## src/rtl/lnc_pkg.sv

```systemverilog
package lnc_pkg;
  localparam int DW = 16;
  localparam int NFLAG = 7;
  localparam int FLAG_LSB = 8;   // status flags occupy bits 14:8
  localparam int B_ERR  = 15;
  localparam int B_INTR = 7;
  localparam int B_INEA = 6;
  localparam int B_RXON = 5;
  localparam int B_TXON = 4;
  localparam int B_TDMD = 3;
  localparam int B_STOP = 2;
  localparam int B_STRT = 1;
  localparam int B_INIT = 0;
  // flag indices inside the status vector
  localparam int F_IDON = 0;
  localparam int F_TINT = 1;
  localparam int F_RINT = 2;
  localparam int F_MERR = 3;
  localparam int F_MISS = 4;
  localparam int F_CERR = 5;
  localparam int F_BABL = 6;

  typedef enum logic [1:0] {
    REG_CMD  = 2'd0,
    REG_ALO  = 2'd1,
    REG_AHI  = 2'd2,
    REG_MODE = 2'd3
  } reg_idx_e;

  typedef struct packed {
    logic babl;
    logic cerr;
    logic miss;
    logic merr;
    logic rint;
    logic tint;
  } lnc_evt_t;
endpackage

```

## src/rtl/lnc_flags.sv

```systemverilog
module lnc_flags #(
  parameter int NF = 7
) (
  input  logic          clk,
  input  logic          rst_n,
  input  logic          flush,
  input  logic [NF-1:0] set_v,
  input  logic [NF-1:0] clr_v,
  output logic [NF-1:0] q
);
  for (genvar i = 0; i < NF; i++) begin : g_flag
    always_ff @(posedge clk or negedge rst_n) begin
      if (!rst_n)         q[i] <= 1'b0;
      else if (flush)     q[i] <= 1'b0;
      else if (set_v[i])  q[i] <= 1'b1;
      else if (clr_v[i])  q[i] <= 1'b0;
    end
  end
endmodule

```

## src/rtl/lnc_ctrl.sv

```systemverilog
module lnc_ctrl
  import lnc_pkg::*;
#(
  parameter int INIT_LAT = 8
) (
  input  logic          clk,
  input  logic          rst_n,
  input  logic          wr_cmd,
  input  logic [DW-1:0] wdata,
  output logic          stop_q,
  output logic          init_q,
  output logic          strt_q,
  output logic          rxon_q,
  output logic          txon_q,
  output logic          inea_q,
  output logic          stop_req,
  output logic          init_req,
  output logic          strt_req,
  output logic          tdmd_req,
  output logic          idon_set
);
  localparam int TW = $clog2(INIT_LAT + 1);
  localparam logic [TW-1:0] LAT = TW'(INIT_LAT);
  localparam logic [TW-1:0] ONE = TW'(1);

  logic [TW-1:0] timer_q;

  assign stop_req = wr_cmd && wdata[B_STOP];
  assign init_req = wr_cmd && wdata[B_INIT] && !wdata[B_STOP];
  assign strt_req = wr_cmd && wdata[B_STRT] && !wdata[B_STOP];
  assign tdmd_req = wr_cmd && wdata[B_TDMD] && !wdata[B_STOP] && strt_q;
  assign idon_set = (timer_q == ONE) && !stop_req && !init_req;

  always_ff @(posedge clk or negedge rst_n) begin
    if (!rst_n) begin
      stop_q  <= 1'b1;
      init_q  <= 1'b0;
      strt_q  <= 1'b0;
      rxon_q  <= 1'b0;
      txon_q  <= 1'b0;
      inea_q  <= 1'b0;
      timer_q <= '0;
    end else if (stop_req) begin
      stop_q  <= 1'b1;
      init_q  <= 1'b0;
      strt_q  <= 1'b0;
      rxon_q  <= 1'b0;
      txon_q  <= 1'b0;
      inea_q  <= 1'b0;
      timer_q <= '0;
    end else begin
      if (wr_cmd) inea_q <= wdata[B_INEA];
      if (init_req) begin
        init_q  <= 1'b1;
        stop_q  <= 1'b0;
        timer_q <= LAT;
      end else if (timer_q != '0) begin
        timer_q <= timer_q - ONE;
      end
      if (strt_req) begin
        strt_q <= 1'b1;
        rxon_q <= 1'b1;
        txon_q <= 1'b1;
        stop_q <= 1'b0;
      end
    end
  end
endmodule

```

## src/rtl/lnc_cfg.sv

```systemverilog
module lnc_cfg
  import lnc_pkg::*;
#(
  parameter int HI_W = 8
) (
  input  logic            clk,
  input  logic            rst_n,
  input  logic            wr_data,
  input  logic            unlocked,
  input  reg_idx_e        idx,
  input  logic [DW-1:0]   wdata,
  output logic [DW-1:0]   addr_lo,
  output logic [HI_W-1:0] addr_hi,
  output logic [2:0]      mode
);
  logic wr_ok;
  assign wr_ok = wr_data && unlocked;

  always_ff @(posedge clk or negedge rst_n) begin
    if (!rst_n) begin
      addr_lo <= '0;
      addr_hi <= '0;
      mode    <= '0;
    end else if (wr_ok) begin
      case (idx)
        REG_ALO:  addr_lo <= wdata;
        REG_AHI:  addr_hi <= wdata[HI_W-1:0];
        REG_MODE: mode    <= wdata[2:0];
        default:  ;
      endcase
    end
  end
endmodule

```

## src/rtl/lnc_csr_front.sv

```systemverilog
module lnc_csr_front
  import lnc_pkg::*;
#(
  parameter int INIT_LAT = 8,
  parameter int HI_W     = 8
) (
  input  logic               clk,
  input  logic               rst_n,
  input  logic               host_wr,
  input  logic               host_sel,
  input  logic [15:0]        host_wdata,
  output logic [15:0]        host_rdata,
  input  logic               evt_rint,
  input  logic               evt_tint,
  input  logic               evt_babl,
  input  logic               evt_cerr,
  input  logic               evt_miss,
  input  logic               evt_merr,
  output logic               eng_init,
  output logic               eng_start,
  output logic               eng_stop,
  output logic               eng_tx_demand,
  output logic [16+HI_W-1:0] init_blk_addr,
  output logic               cfg_byte_swap,
  output logic               cfg_ale_ctl,
  output logic               cfg_byte_ctl,
  output logic               irq
);
  reg_idx_e         ptr_q;
  logic             wr_cmd, wr_data;
  logic             st_stop, st_init, st_strt, st_rxon, st_txon, st_inea;
  logic             stop_req, init_req, strt_req, tdmd_req, idon_set;
  logic [NFLAG-1:0] flags, set_v, clr_v;
  logic [DW-1:0]    addr_lo;
  logic [HI_W-1:0]  addr_hi;
  logic [2:0]       mode;
  logic             err_sum, int_sum;
  logic [DW-1:0]    csr0_v;
  lnc_evt_t         evt;

  always_ff @(posedge clk or negedge rst_n) begin
    if (!rst_n)                     ptr_q <= REG_CMD;
    else if (host_wr && !host_sel)  ptr_q <= reg_idx_e'(host_wdata[1:0]);
  end

  assign wr_data = host_wr && host_sel;
  assign wr_cmd  = wr_data && (ptr_q == REG_CMD);

  lnc_ctrl #(.INIT_LAT(INIT_LAT)) u_ctrl (
    .clk(clk), .rst_n(rst_n), .wr_cmd(wr_cmd), .wdata(host_wdata),
    .stop_q(st_stop), .init_q(st_init), .strt_q(st_strt),
    .rxon_q(st_rxon), .txon_q(st_txon), .inea_q(st_inea),
    .stop_req(stop_req), .init_req(init_req), .strt_req(strt_req),
    .tdmd_req(tdmd_req), .idon_set(idon_set)
  );

  assign evt = '{babl: evt_babl, cerr: evt_cerr, miss: evt_miss,
                 merr: evt_merr, rint: evt_rint, tint: evt_tint};

  always_comb begin
    set_v         = '0;
    set_v[F_IDON] = idon_set;
    if (!st_stop) begin
      set_v[F_TINT] = evt.tint;
      set_v[F_RINT] = evt.rint;
      set_v[F_MERR] = evt.merr;
      set_v[F_MISS] = evt.miss;
      set_v[F_CERR] = evt.cerr;
      set_v[F_BABL] = evt.babl;
    end
  end

  assign clr_v = wr_cmd ? host_wdata[FLAG_LSB +: NFLAG] : '0;

  lnc_flags #(.NF(NFLAG)) u_flags (
    .clk(clk), .rst_n(rst_n), .flush(stop_req),
    .set_v(set_v), .clr_v(clr_v), .q(flags)
  );

  lnc_cfg #(.HI_W(HI_W)) u_cfg (
    .clk(clk), .rst_n(rst_n), .wr_data(wr_data), .unlocked(st_stop),
    .idx(ptr_q), .wdata(host_wdata),
    .addr_lo(addr_lo), .addr_hi(addr_hi), .mode(mode)
  );

  assign err_sum = |flags[F_BABL:F_MERR];
  assign int_sum = err_sum | flags[F_RINT] | flags[F_TINT] | flags[F_IDON];

  always_comb begin
    csr0_v                        = '0;
    csr0_v[B_ERR]                 = err_sum;
    csr0_v[FLAG_LSB +: NFLAG]     = flags;
    csr0_v[B_INTR]                = int_sum;
    csr0_v[B_INEA]                = st_inea;
    csr0_v[B_RXON]                = st_rxon;
    csr0_v[B_TXON]                = st_txon;
    csr0_v[B_STOP]                = st_stop;
    csr0_v[B_STRT]                = st_strt;
    csr0_v[B_INIT]                = st_init;
  end

  always_comb begin
    if (!host_sel) begin
      host_rdata = {14'd0, ptr_q};
    end else begin
      case (ptr_q)
        REG_CMD:  host_rdata = csr0_v;
        REG_ALO:  host_rdata = addr_lo;
        REG_AHI:  host_rdata = DW'(addr_hi);
        default:  host_rdata = {13'd0, mode};
      endcase
    end
  end

  assign eng_init      = init_req;
  assign eng_start     = strt_req;
  assign eng_stop      = stop_req;
  assign eng_tx_demand = tdmd_req;
  assign init_blk_addr = {addr_hi, addr_lo};
  assign cfg_byte_swap = mode[2];
  assign cfg_ale_ctl   = mode[1];
  assign cfg_byte_ctl  = mode[0];
  assign irq           = int_sum & st_inea;
endmodule

```

## config.mk

```make
export PLATFORM = sky130hd
export DESIGN_NAME = lnc_csr_front
export DESIGN_NICKNAME = d
export VERILOG_FILES = /design/src/rtl/lnc_pkg.sv /design/src/rtl/lnc_flags.sv /design/src/rtl/lnc_ctrl.sv /design/src/rtl/lnc_cfg.sv /design/src/rtl/lnc_csr_front.sv
export SDC_FILE = /design/constraint.sdc
export NUM_CORES = 1
export LEC_CHECK = 0
export BUFFER_PORTS_ARGS = -buffer_cell sky130_fd_sc_hd__buf_4
export CAP_MARGIN = 25
export CORE_MARGIN = 10
export CORE_UTILIZATION = 40
export DETAILED_ROUTE_END_ITERATION = 8
export HOLD_SLACK_MARGIN = 0.12
export PLACE_DENSITY = 0.65
export REMOVE_ABC_BUFFERS = 1
export SLEW_MARGIN = 20
export SYNTH_ARGS = -nofsm -noshare
export SYNTH_HDL_FRONTEND = slang
export SYNTH_SLANG_ARGS = --single-unit
export TNS_END_PERCENT = 100
```

## constraint.sdc

```tcl
create_clock -name clk -period 2.5 [get_ports clk]
set_clock_uncertainty 0.05 [all_clocks]
set_input_delay 0.5 -clock clk [delete_from_list [all_inputs] [get_ports clk]]
set_output_delay 0.5 -clock clk [all_outputs]
set_load 0.1 [all_outputs]
```

Yosys cells after proc, flatten, opt, wreduce, memory -nomap -nowiden --
Cells that the tools add are included.
Word-level totals: bits in registers 44, bits of input ports 26, logic and storage cells 98
Cells by class: $add $sub $neg 1, eq/ne operators 4, multiplexer cells 37, bitwise operators 4, reduce and logical (&&, ||, !) cells 36
Operator list (count):
- 16-bit one-hot mux with 3 select lines | 1
- 1-bit two-way mux | 30
- 3-bit nonzero test | 9
- 16-bit two-way mux | 1
- 1-bit logical AND | 14
- 4-bit two-way mux | 3
- 7-bit two-way mux | 1
- 6-bit two-way mux | 1
- 2-bit AND reduction | 3
- 2-bit nonzero test | 3
- 2-bit equality test, second input constant | 2
- 4-bit by 1-bit equality test with 1-bit output, second input constant | 1
- 1-bit logical NOT | 4
- 4-bit nonzero test | 1
- 4-bit OR reduction | 1
- 4-bit by 1-bit subtractor with 4-bit output, second input constant | 1
- 1-bit OR | 3
- 2-bit by 1-bit equality test with 1-bit output, second input constant | 1
- 2-bit logical NOT | 1
- 1-bit bitwise AND | 1

Depth between registers and ports, before layout --
Gate-level depths: netlist of the first run.
depth in word-level cells 8, mapped depth 6, mapped depth without buffers 5

Hierarchy --
Synthesis of the first run repeated with hierarchy kept, for this count alone.
Second synthesis, totals: cell total of the unflattened synthesis 205, area, all modules 2406.1 µm²
By module, submodules not included:
- lnc_cfg | instances 1, cells an instance 58, area each 1073.5 µm²
- lnc_csr_front | instances 1, cells an instance 75, area each 576.8 µm²
- lnc_ctrl | instances 1, cells an instance 44, area each 422.9 µm²
- lnc_flags | instances 1, cells an instance 28, area each 332.8 µm²

Least setup slack after synthesis of the first run --
OpenSTA, ideal clock, no wires.
path kind flip-flop to output port, from register u_cfg.addr_lo[6], to output host_rdata[6], data arrival time 3442 ps, data required time 1950 ps, slack -1492 ps, stages on the path, launching flop included 4, cells stage by stage dfrtp_1 -> mux2i_1 -> or2_0 -> a21boi_0
On the way: word-level cells in the longest chain between the ends 2
Ends and longest elaborated chain:
- from (decl) | line lnc_cfg.sv:12 | output logic [DW-1:0] addr_lo,
- from (signal assigned) | line lnc_cfg.sv:26 | REG_ALO: addr_lo <= wdata;
- 16-bit one-hot mux with 3 select lines | line lnc_csr_front.sv:106 | case (ptr_q)
- 16-bit two-way mux | line lnc_csr_front.sv:103 | if (!host_sel) begin
- to (decl) | line lnc_csr_front.sv:12 | output logic [15:0] host_rdata,
No other way between the ends.

Final worst setup path of the first run --
from register u_flags.q[6], to output host_rdata[7]
On the way: word-level cells in the longest chain between the ends 6
Ends and longest elaborated chain:
- from (decl) | line lnc_flags.sv:9 | output logic [NF-1:0] q
- from (signal, indexed assignment) | line lnc_flags.sv:13 | if (!rst_n) q[i] <= 1'b0;
- from (signal, indexed assignment) | line lnc_flags.sv:14 | else if (flush) q[i] <= 1'b0;
- from (signal, indexed assignment) | line lnc_flags.sv:15 | else if (set_v[i]) q[i] <= 1'b1;
- 4-bit OR reduction | line lnc_csr_front.sv:86 | assign err_sum = |flags[F_BABL:F_MERR];
- 1-bit OR (3 in series) | line lnc_csr_front.sv:87 | assign int_sum = err_sum | flags[F_RINT] | flags[F_TINT] | flags[F_IDON];
- 16-bit one-hot mux with 3 select lines | line lnc_csr_front.sv:106
- 16-bit two-way mux | line lnc_csr_front.sv:103
No other way between the ends.

==> results of run 1 <==
[Yosys cell counts (all sizes together) (3+ instances only)]
library cell  instances
a21boi                4
a21o                  3
a21oi                12
and2                  4
buf                   9
clkbuf                4
dfrtp                43
inv                  10
mux2                 31
mux2i                11
nand2                 8
nand2b                9
nor2                 18
nor2b                 4
o21ai                 7
[registers in the layout, indices dropped and copies added, names as in the netlist]
signal and count:
u_cfg.addr_lo 16, u_cfg.mode 3, u_ctrl.init_q 1, ptr_q 2, u_ctrl.stop_q 1, u_ctrl.inea_q 1
u_ctrl.strt_q 1, u_ctrl.timer_q 4, u_cfg.addr_hi 8, u_flags.q 7
[worst reg2reg max path: stages, from the launching register on]
cell     delay, ns
dfstp_2       0.62
and3_1        0.23
and3b_1       0.46
mux2_2        0.39
[routing by layer]
layer  wire length [µm]  vias up  GRT usage, %
met1               2610      846          15.4
met2               3010       50          23.2
li1                   -      857             -
met3                351        6          4.12
met5                  0        -             0
met4                 85        0          4.79
[repair_timing]
action                     CTS  global route
setup buffers                0             0
gates cloned                 0             0
resized for setup            2             5
setup endpoints to repair    4             5
[through the flow]
| stage | hold slack [ns] | util, % | area [µm²] | std cells |
|---|---|---|---|---|
| after floorplan | 0.154 | - | 2240 | 191 |
| after global placement | 0.428 | 52.3 | 2910 | 341 |
| after detailed placement | 0.437 | 52.3 | 2910 | 341 |
| after CTS | 0.154 | 54.4 | 3030 | 349 |
| after global routing | 0.173 | 54.7 | 3050 | 349 |
| final | 0.131 | 54.7 | 3050 | 349 |
[cell families after synthesis]
family	count (synthesis)	synth area share, %
AOI/OAI and AO/OA	34	9.14
DFF	44	47.6
xor gates and xnor gates	1	0.379
muxes	44	23.4
adders and majority gates	2	1.08
and+or+nand+nor	56	13.5
buffers and inverters	23	4.87
[final cells by class]
cell class,instances,area share [%]
multi-input cells,137,36.5
inverters,10,1.23
clock inverters,2,1.15
flip-flops and latches,44,36.2
repair buffers,78,19.6
well taps,72,2.96
clock buffers,6,2.38
[path summary, 6_finish.rpt]
| check | slack (ns) | startpoint | to |
|---|---|---|---|
| max in group asynchronous | 1.86 | rst_n | ptr_q[0]$_DFFE_PN0P_ |
| min in group clk | 0.38 | host_wdata[4] | u_cfg.addr_hi[4]$_DFFE_PN0P_ |
| worst min-delay path | 0.13 | rst_n | u_cfg.addr_lo[8]$_DFFE_PN0P_ |
| worst max register to register | 0.65 | u_ctrl.stop_q$_DFFE_PN1P_ | u_cfg.addr_hi[7]$_DFFE_PN0P_ |
| worst min register to register | 0.45 | u_ctrl.init_q$_DFFE_PN0P_ | u_ctrl.init_q$_DFFE_PN0P_ |
| worst max-delay path | 0.09 | u_flags.q[6]$_DFFE_PN0P_ | host_rdata[7] |
==> impl_summary.log, run 1 <==
INFO  metric remaining_drc_errors = 0
INFO  metric synth_cells = ~200
INFO  metric yosys_register_bits = 44
INFO  metric path_cells = or4_4 > o41ai_2 > a21boi_1 > buf_6
INFO  metric chipWidth = slightly below 100 µm
INFO  metric final_common_cell = buf_4
INFO  metric synth_top_cell_area_share = ~47%
INFO  metric gp_congestion = 0.785
INFO  metric setup-violations-final = 0
INFO  metric synth_largest_area_cell = dfrtp_1
INFO  metric drtPass1Iterations = 4
INFO  metric setup_slack = a little under 0.09 ns
INFO  metric grt_overflow = 0
INFO  metric std_cell_rows = 27
INFO  metric setup.worst_path.start_class = flop
INFO  metric dr.first_iter.drc_count = 49
INFO  metric hold_viol = 0
INFO  metric detail_route.vias_per_cell = a little over 5
INFO  metric max_cap_violations = 0
INFO  metric layout-drive-gt1-share = ~43%
INFO  metric clk-insertion-delay-late = 0.30 ns
INFO  metric drtAntennaViolNets = 0
INFO  metric fp.dieArea = slightly above 0.009 mm²
INFO  metric first_global_vias = around 1,900
INFO  metric hpwl = about 4.6 mm
INFO  metric die_height = between 90 and 100 µm
INFO  metric critical_path_peak_fanout = 3
INFO  metric layout_common_cells = buf_4 (75), dfrtp_1 (42), nor2_1 (18)
INFO  metric vias = between 1,500 and 2,000
INFO  metric timing.reg2reg.worst_path_depth = 3
INFO  metric critPathKind = reg2out
INFO  metric ys_seq_area_share = between 40 and 50%
INFO  metric hold_class = in2async
INFO  metric grt_first_pass_wirelength = between 9 and 10 mm
INFO  metric timing.final.crit_period = between 2 and 2.5 ns
INFO  metric grt_antenna_before_repair = 0
INFO  metric avgRoutedWirePerCell = ~17 µm
INFO  metric cts.clk_slew.worst_paths = around 0.080 ns
INFO  metric synth.top_cells.by_area = dfrtp_1 (47%), mux2_4 (6.5%), mux2_2 (6.3%), mux2i_1 (4.8%), mux2_1 (3.9%)
INFO  metric worst_path_dominant_cell_family = simple AND/OR/NAND/NOR gates
INFO  metric fp.coreArea = 0.00557 mm²
INFO  metric number_of_enable_flip_flop_cells_after_synthesis = 0
INFO  metric floorplan.initialDensity = approximately two fifths
INFO  metric setup_total_neg_slack = 0 ns
INFO  metric synth_cell_type_count = between 40 and 50
INFO  metric slew_headroom = between 60 and 70%
INFO  metric clk_root_buffer_cell = clkbuf_8
INFO  metric endpoint_kind = primary output
INFO  metric min_period_over_period = around 96%
INFO  metric dp_slack = between 0.15 and 0.2 ns
INFO  metric cp_slowest_stage_delay = 0.56 ns
INFO  metric h-tree-depth = 2
INFO  metric critical_path_stages = 4
INFO  metric cts_inserted_buffers = 5
INFO  metric synth_area = 0.00231 mm²
INFO  metric finish.net_count = between 300 and 400
INFO  metric postSynthAreaPerCell = approximately 11 µm²
INFO  metric post_cts_hold_buffer_count = 0
INFO  metric tritoncts = yes
INFO  metric timing.final.max_slew_violations = 0
INFO  metric ios = 74
INFO  metric cts_buffer_depth = 2
INFO  metric grt_usage = between 10% and 20%
INFO  metric max_freq = 0.415 GHz
INFO  metric wl = between 6 and 7 mm
INFO  metric yosys_most_used_dff = dfrtp_1
INFO  metric largest_net_degree_at_the_start_of_global_routing = 45
INFO  metric cts.sinks = 44
INFO  metric io_buffer_count = between 70 and 80
INFO  metric multi_input_area = approximately 0.0011 mm²
INFO  metric cp_data_required_time = between 1.5 and 2 ns
INFO  metric fillCellCount = between 500 and 600
INFO  metric timing.critical_path.buf_inv = 1
INFO  metric final-seq-area = between 0.001 and 0.0015 mm²
INFO  metric antenna_cells = 0
INFO  metric area_growth_syn_to_layout = 31.7%
INFO  metric crit_slowest_cell = or4_4
INFO  metric timing.critical_path.arrival = ~1.9 ns
INFO  metric worst_max_slew_pin_slew = 0.554 ns
INFO  metric outcome = completed
INFO  metric synthArstFlopShare = 100%
INFO  metric yosys_warnings = 0
Power of run 1 is left out: the tool's default activity adds up to more than one toggle a clock period on the data nets, which glitch-free logic cannot reach.
==> run 2: changes to the inputs <==
- CORE_ASPECT_RATIO: unset -> 1.2
- PLACE_DENSITY: 0.65 -> unset
- PLACE_DENSITY_LB_ADDON: unset -> 0.2
==> run 2 against run 1 <==
Against the previous run: hold slack got worse by 0.0069 ns; final area decreased by 0.12%; die area increased by 0.14%; critical path depth fell by 1; setup slack improved by 0.0065 ns; cell count is 2.0% lower; count of clock-buffer cells in the layout increased by 2; register-to-register slack worse by 0.02 ns.
==> impl_summary.log, run 2 (synthesis results as in run 1) <==
INFO  metric cts.clk_slew.worst_paths = 0.08 ns (about the same)
INFO  metric endpoint_kind = primary output
INFO  metric gr-usage-met1 = 16.3% (+0.92 points)
INFO  metric ios = 74 (unchanged)
INFO  metric layout-drive-gt1-share = 43.2% (+0.21 points)
INFO  metric timing.final.crit_period = 2.41 ns (-0.00651 ns)
INFO  metric area_growth_syn_to_layout = 31.6%
INFO  metric hold_viol = 0 (unchanged)
INFO  metric fp.coreArea = 0.00563 mm² (+1.0%)
INFO  metric io_buffer_count = 73 (unchanged)
INFO  metric dr.first_iter.drc_count = 66 (+35%)
INFO  metric std_cell_rows = 30 (+11%)
INFO  metric avgRoutedWirePerCell = 17.9 µm (+3.0%)
INFO  metric chipWidth = 89.4 µm (-6.9%)
INFO  metric largest_register_ffs = 16 (unchanged)
INFO  metric outcome = completed
INFO  metric wl = 6.11 mm (+0.91%)
INFO  metric worst_path_dominant_cell_family = simple AND/OR/NAND/NOR gates
INFO  metric h-tree-depth = 2 (unchanged)
INFO  metric min_period_over_period = 96.2% (-0.26 points)
INFO  metric first_global_vias = 1,806 (-4.8%)
INFO  metric hpwl = 4.62 mm (+0.39%)
INFO  metric cts_inserted_buffers = 5 (unchanged)
INFO  metric cp_data_required_time = 1.95 ns (about the same)
INFO  metric setup-violations-final = 0 (unchanged)
INFO  metric gp_congestion = 0.800 (+1.8%)
INFO  metric timing.critical_path.buf_inv = 1 (unchanged)
INFO  metric tritoncts = yes
INFO  metric remaining_drc_errors = 0 (unchanged)
INFO  metric cts.sinks = 44 (unchanged)
INFO  metric drtPass1Iterations = 4 (unchanged)
INFO  metric cp_slowest_stage_delay = 0.57 ns (about the same)
INFO  metric registers.top_by_ff_count = u_cfg.addr_lo
INFO  metric layout_common_cells = buf_4 (76), dfrtp_1 (43), nor2_1 (18)
INFO  metric floorplan.initialDensity = 41.1% (-0.42 points)
INFO  metric antenna_cells = 0 (unchanged)
INFO  metric fp.dieArea = 0.00924 mm² (+0.14%)
INFO  metric vias = 1,773 (+0.80%)
INFO  metric timing.final.max_slew_violations = 0 (unchanged)
INFO  metric drtAntennaViolNets = 0 (unchanged)
INFO  metric path_cells = or4_4 > o41a_1 > buf_4
INFO  metric grt_antenna_before_repair = 0 (unchanged)
INFO  metric grt_usage = 13.3% (-0.11 points)
INFO  metric critPathCapture = irq
INFO  metric critPathKind = reg2out
INFO  metric fillCellCount = 497 (-6.8%)
INFO  metric ff2ff_setup_slack = 0.63 ns (-0.02 ns)
INFO  metric finalCoreUtilization = 54.1% (-0.61 points)
INFO  metric grt_first_pass_wirelength = 9.44 mm (-1.6%)
INFO  metric cts_buffer_depth = 2 (unchanged)
INFO  metric final_common_cell = buf_4
INFO  metric hold_class = in2async
INFO  metric critical_path_peak_fanout = 3 (unchanged)
INFO  metric timing.critical_path.arrival = 1.86 ns (about the same)
INFO  metric largest_net_degree_at_the_start_of_global_routing = 45 (unchanged)
INFO  metric clk-insertion-delay-late = 0.29 ns (about the same)
INFO  metric die_height = 103 µm (+7.6%)
INFO  metric post_cts_hold_buffer_count = 0 (unchanged)
INFO  metric worst_max_slew_pin_slew = 0.558 ns (+0.00402 ns)
INFO  metric grt_overflow = 0 (unchanged)
INFO  metric clk_root_buffer_cell = clkbuf_8
INFO  metric max_cap_violations = 0 (unchanged)
INFO  metric timing.reg2reg.worst_path_depth = 4 (+1)
INFO  metric max_freq = 0.416 GHz (+0.27%)
INFO  metric origin_of_the_worst_setup_path = u_flags.q[6]$_DFFE_PN0P_
INFO  metric detail_route.vias_per_cell = 5.18 (+2.9%)
INFO  metric finish.net_count = 305 (+0.33%)
INFO  metric largest_registers = u_cfg.addr_lo x16, u_cfg.addr_hi x8, u_flags.q x7
INFO  metric met3_usage = 5.56% (+1.4 points)
INFO  metric setup.worst_path.start_class = flop
INFO  metric slew_headroom = 62.8% (-0.27 points)
INFO  metric globalRoute.busiestLayer = met2
INFO  metric crit_slowest_cell = or4_4
INFO  metric critical_path.reg2reg.endpoint = u_cfg.addr_hi[3]$_DFFE_PN0P_
INFO  metric critical_path_stages = 3 (-1)
INFO  metric startpoint_of_the_lowest_slack_register_to_register_path = ptr_q[0]$_DFFE_PN0P_
INFO  metric rsz0062_at_grt = no
INFO  metric met2_usage = 20.9% (-2.3 points)
[run 2: layout make-up]
| cell class | count | area (µm²) | share of cell area [%] |
|---|---|---|---|
| multi-input combinational | 137 | 1120 | 36.7 |
| tap | 64 | 80.1 | 2.63 |
| clock buffer | 8 | 100 | 3.29 |
| timing repair buffer | 79 | 607 | 19.9 |
| sequential | 44 | 1100 | 36.2 |
| inverter | 10 | 37.5 | 1.23 |
[run 2: worst min path at each step]
stage | depth (start not counted) | to
final | 1 | u_cfg.addr_lo[14]$_DFFE_PN0P_
after global routing | 1 | u_cfg.addr_lo[14]$_DFFE_PN0P_
after CTS | 1 | u_cfg.addr_lo[14]$_DFFE_PN0P_
after detailed placement | 1 | u_cfg.addr_hi[1]$_DFFE_PN0P_
after global placement | 2 | u_ctrl.inea_q$_DFFE_PN0P_
after floorplan | 0 | ptr_q[0]$_DFFE_PN0P_
[run 2: repair_timing]
| item | CTS | global route |
|---|---|---|
| endpoints found under the setup margin | 1 | 6 |
| buffers inserted | 0 | 0 |
| hold endpoints to repair | 0 | 0 |
| resized for setup | 1 | 6 |
[run 2: per-layer routing]
| layer | wire length [µm] | vias to the layer above |
|---|---|---|
| li1 | - | 854 |
| met1 | 2630 | 860 |
| met2 | 2890 | 52 |
| met3 | 518 | 7 |
| met4 | 68 | 0 |
| met5 | 0 | - |
[run 2: stage by stage]
stage	instance area (µm²)	instances	setup TNS (ns)	setup WS (ns)	hold slack, ns
6_report	3040	342	0	0.0945	0.124
5_1_grt	3040	342	0	0.0195	0.163
4_1_cts	3020	342	0	0.0368	0.154
3_5_place_dp	2910	334	0	0.296	0.461
3_3_place_gp	2910	334	0	0.321	0.431
2_1_floorplan	2240	191	-10.80	-1.49	0.154
Power of run 2 is left out for the same reason.
==> run 3: changes to the inputs <==
- ABC_AREA: unset -> 0
- REMOVE_ABC_BUFFERS: 1 -> unset
==> run 3 against run 2 <==
Against the previous run: critical path depth is 2 higher; setup slack got worse by 0.045 ns; critical endpoint is now host_rdata[7]; sequential share of layout area fell by 1.2 points; non-clock buffer count did not move.
==> impl_summary.log, run 3 (synthesis results as in run 1) <==
INFO  metric worst_max_slew_pin_slew = 0.583 ns (+0.0253 ns)
INFO  metric cp_slowest_stage_delay = 0.57 ns (about the same)
INFO  metric post_cts_hold_buffer_count = 0 (unchanged)
INFO  metric largest_net_degree_at_the_start_of_global_routing = 45 (unchanged)
INFO  metric detail_route.vias_per_cell = 5.26 (+1.5%)
INFO  metric largest_register_ffs = 16 (unchanged)
INFO  metric ios = 74 (unchanged)
INFO  metric max_freq = 0.408 GHz (-1.8%)
INFO  metric post-cts-setup-buffer-count = 0 (unchanged)
INFO  metric area_growth_syn_to_layout = 35.9%
INFO  metric h-tree-depth = 2 (unchanged)
INFO  metric synth_nets = roughly 230
INFO  metric layout_common_cells = buf_4 (75), dfrtp_1 (43), mux2_2 (13)
INFO  metric timing.final.max_slew_violations = 0 (unchanged)
INFO  metric setup.worst_path.start_class = flop
INFO  metric clk_root_buffer_cell = clkbuf_8
INFO  metric cp_data_required_time = 1.95 ns (about the same)
INFO  metric timing.final.crit_period = 2.45 ns (+0.0452 ns)
INFO  metric registers.top_by_ff_count = u_cfg.addr_lo
INFO  metric floorplan.initialDensity = 41.1% (unchanged)
INFO  metric avgRoutedWirePerCell = 18.0 µm (+0.92%)
INFO  metric critPathKind = reg2out
INFO  metric cts.sinks = 44 (unchanged)
INFO  metric finish.net_count = 305 (unchanged)
INFO  metric cts_inserted_buffers = 5 (unchanged)
INFO  metric vias = 1,799 (+1.5%)
INFO  metric grt_overflow = 0 (unchanged)
INFO  metric finalCoreUtilization = 55.8% (+1.8 points)
INFO  metric slew_headroom = 61.1% (-1.7 points)
INFO  metric tritoncts = yes
INFO  metric grt_usage = 13.8% (+0.43 points)
INFO  metric final-seq-area = 0.00110 mm² (unchanged)
INFO  metric die_height = 103 µm (unchanged)
INFO  metric min_period_over_period = 98.0% (+1.8 points)
INFO  metric path_cells = or4_4 > o41ai_2 > buf_4 > a21boi_4 > buf_8
INFO  metric hpwl = 4.53 mm (-1.9%)
INFO  metric grt_antenna_before_repair = 0 (unchanged)
INFO  metric multi_input_area = 0.00120 mm² (+7.8%)
INFO  metric crit_slowest_cell = or4_4
INFO  metric stdcell_area = 0.00314 mm² (+3.3%)
INFO  metric startpoint_of_the_lowest_slack_register_to_register_path = u_ctrl.stop_q$_DFFE_PN1P_
INFO  metric timing.critical_path.arrival = 1.90 ns (+0.04 ns)
INFO  metric cts_resized = 2 (+1)
INFO  metric first_global_vias = 1,941 (+7.5%)
INFO  metric cts.clk_slew.worst_paths = 0.09 ns (about the same)
INFO  metric dr.first_iter.drc_count = 74 (+12%)
INFO  metric remaining_drc_errors = 0 (unchanged)
INFO  metric grt_first_pass_wirelength = 9.92 mm (+5.1%)
INFO  metric setup_total_neg_slack = 0 ns (unchanged)
INFO  metric largest_registers = u_cfg.addr_lo x16, u_cfg.addr_hi x8, u_flags.q x7
INFO  metric setup-violations-final = 0 (unchanged)
INFO  metric wl = 6.17 mm (+0.92%)
INFO  metric timing.reg2reg.worst_path_depth = 3 (-1)
INFO  metric std_cell_rows = 30 (unchanged)
INFO  metric outcome = completed
INFO  metric cts_buffer_depth = 2 (unchanged)
INFO  metric rsz0062_at_grt = no
INFO  metric final_common_cell = buf_4
INFO  metric layout-drive-gt1-share = 48.6% (+5.4 points)
INFO  metric ff2ff_setup_slack = 0.64 ns (about the same)
INFO  metric placed_cells = 334 (unchanged)
INFO  metric drtAntennaViolNets = 0 (unchanged)
INFO  metric fillCellCount = 534 (+7.4%)
INFO  metric hold_viol = 0 (unchanged)
INFO  metric placed_area = 0.00300 mm² (+3.2%)
INFO  metric max_cap_violations = 0 (unchanged)
INFO  metric endpoint_kind = primary output
INFO  metric chipWidth = 89.4 µm (unchanged)
INFO  metric critical_path.reg2reg.endpoint = u_cfg.addr_hi[3]$_DFFE_PN0P_
INFO  metric io_buffer_count = 73 (unchanged)
INFO  metric drtPass1Iterations = 4 (unchanged)
INFO  metric antenna_cells = 0 (unchanged)
INFO  metric hold_class = in2async
INFO  metric gp_congestion = 0.790 (-1.2%)
INFO  metric critical_path_peak_fanout = 3 (unchanged)
INFO  metric fp.coreArea = 0.00563 mm² (unchanged)
INFO  metric clk-insertion-delay-late = 0.30 ns (about the same)
INFO  metric final-instance-count-excl-fill = 342 (unchanged)
INFO  metric fp.dieArea = 0.00924 mm² (unchanged)
[run 3: cell types whose count changed in the layout (fill, tap and decap cells not counted), moves of 2 or more]
cell and change:
a21boi_0 -2, nor2_2 +8, clkbuf_8 -3, nor2_1 -8, a21boi_1 -2, a21boi_4 +3
[run 3: routing by layer]
layer	up-vias	global-route usage [%]	share of wire, %
met3	5	4.62	7.6
met1	887	17.3	43
li1	852	-	-
met4	0	4.41	1.3
met2	55	21.7	48
met5	-	0	0
[run 3: final cells by class]
type                            instances  share of cell area, %
Sequential cell                        44                   35.1
Inverter                               10                   1.19
Multi-Input combinational cell        137                   38.3
Tap cell                               64                   2.55
Timing Repair Buffer                   79                   19.5
Clock inverter                          2                   1.11
Clock buffer                            6                   2.31
[run 3: worst max-delay path: cells and delay by family, from the launching register on]
family	cells	cell delay, ns
AND/OR/NAND/NOR	1	0.57
flip-flops	1	0.40
buffers and inverters	2	0.35
AO/OA/AOI/OAI	2	0.27
[run 3: per-stage QoR]
step,setup WS [ns],hold WS (ns)
2_1_floorplan,-0.248,0.154
3_3_place_gp,0.251,0.438
3_5_place_dp,0.211,0.445
4_1_cts,0.00111,0.159
5_1_grt,0.00527,0.175
6_report,0.0493,0.139
[run 3: worst max-delay path by stage]
| stage | endpoint | startpoint | cells after the start |
|---|---|---|---|
| floorplan | host_rdata[6] | u_cfg.addr_lo[6]$_DFFE_PN0P_ | 3 |
| global placement | host_rdata[7] | u_flags.q[6]$_DFFE_PN0P_ | 5 |
| detailed placement | host_rdata[7] | u_flags.q[6]$_DFFE_PN0P_ | 5 |
| CTS | host_rdata[7] | u_flags.q[6]$_DFFE_PN0P_ | 5 |
| global route | host_rdata[7] | u_flags.q[6]$_DFFE_PN0P_ | 5 |
| finish | host_rdata[7] | u_flags.q[6]$_DFFE_PN0P_ | 5 |
Power of run 3 is left out for the same reason.
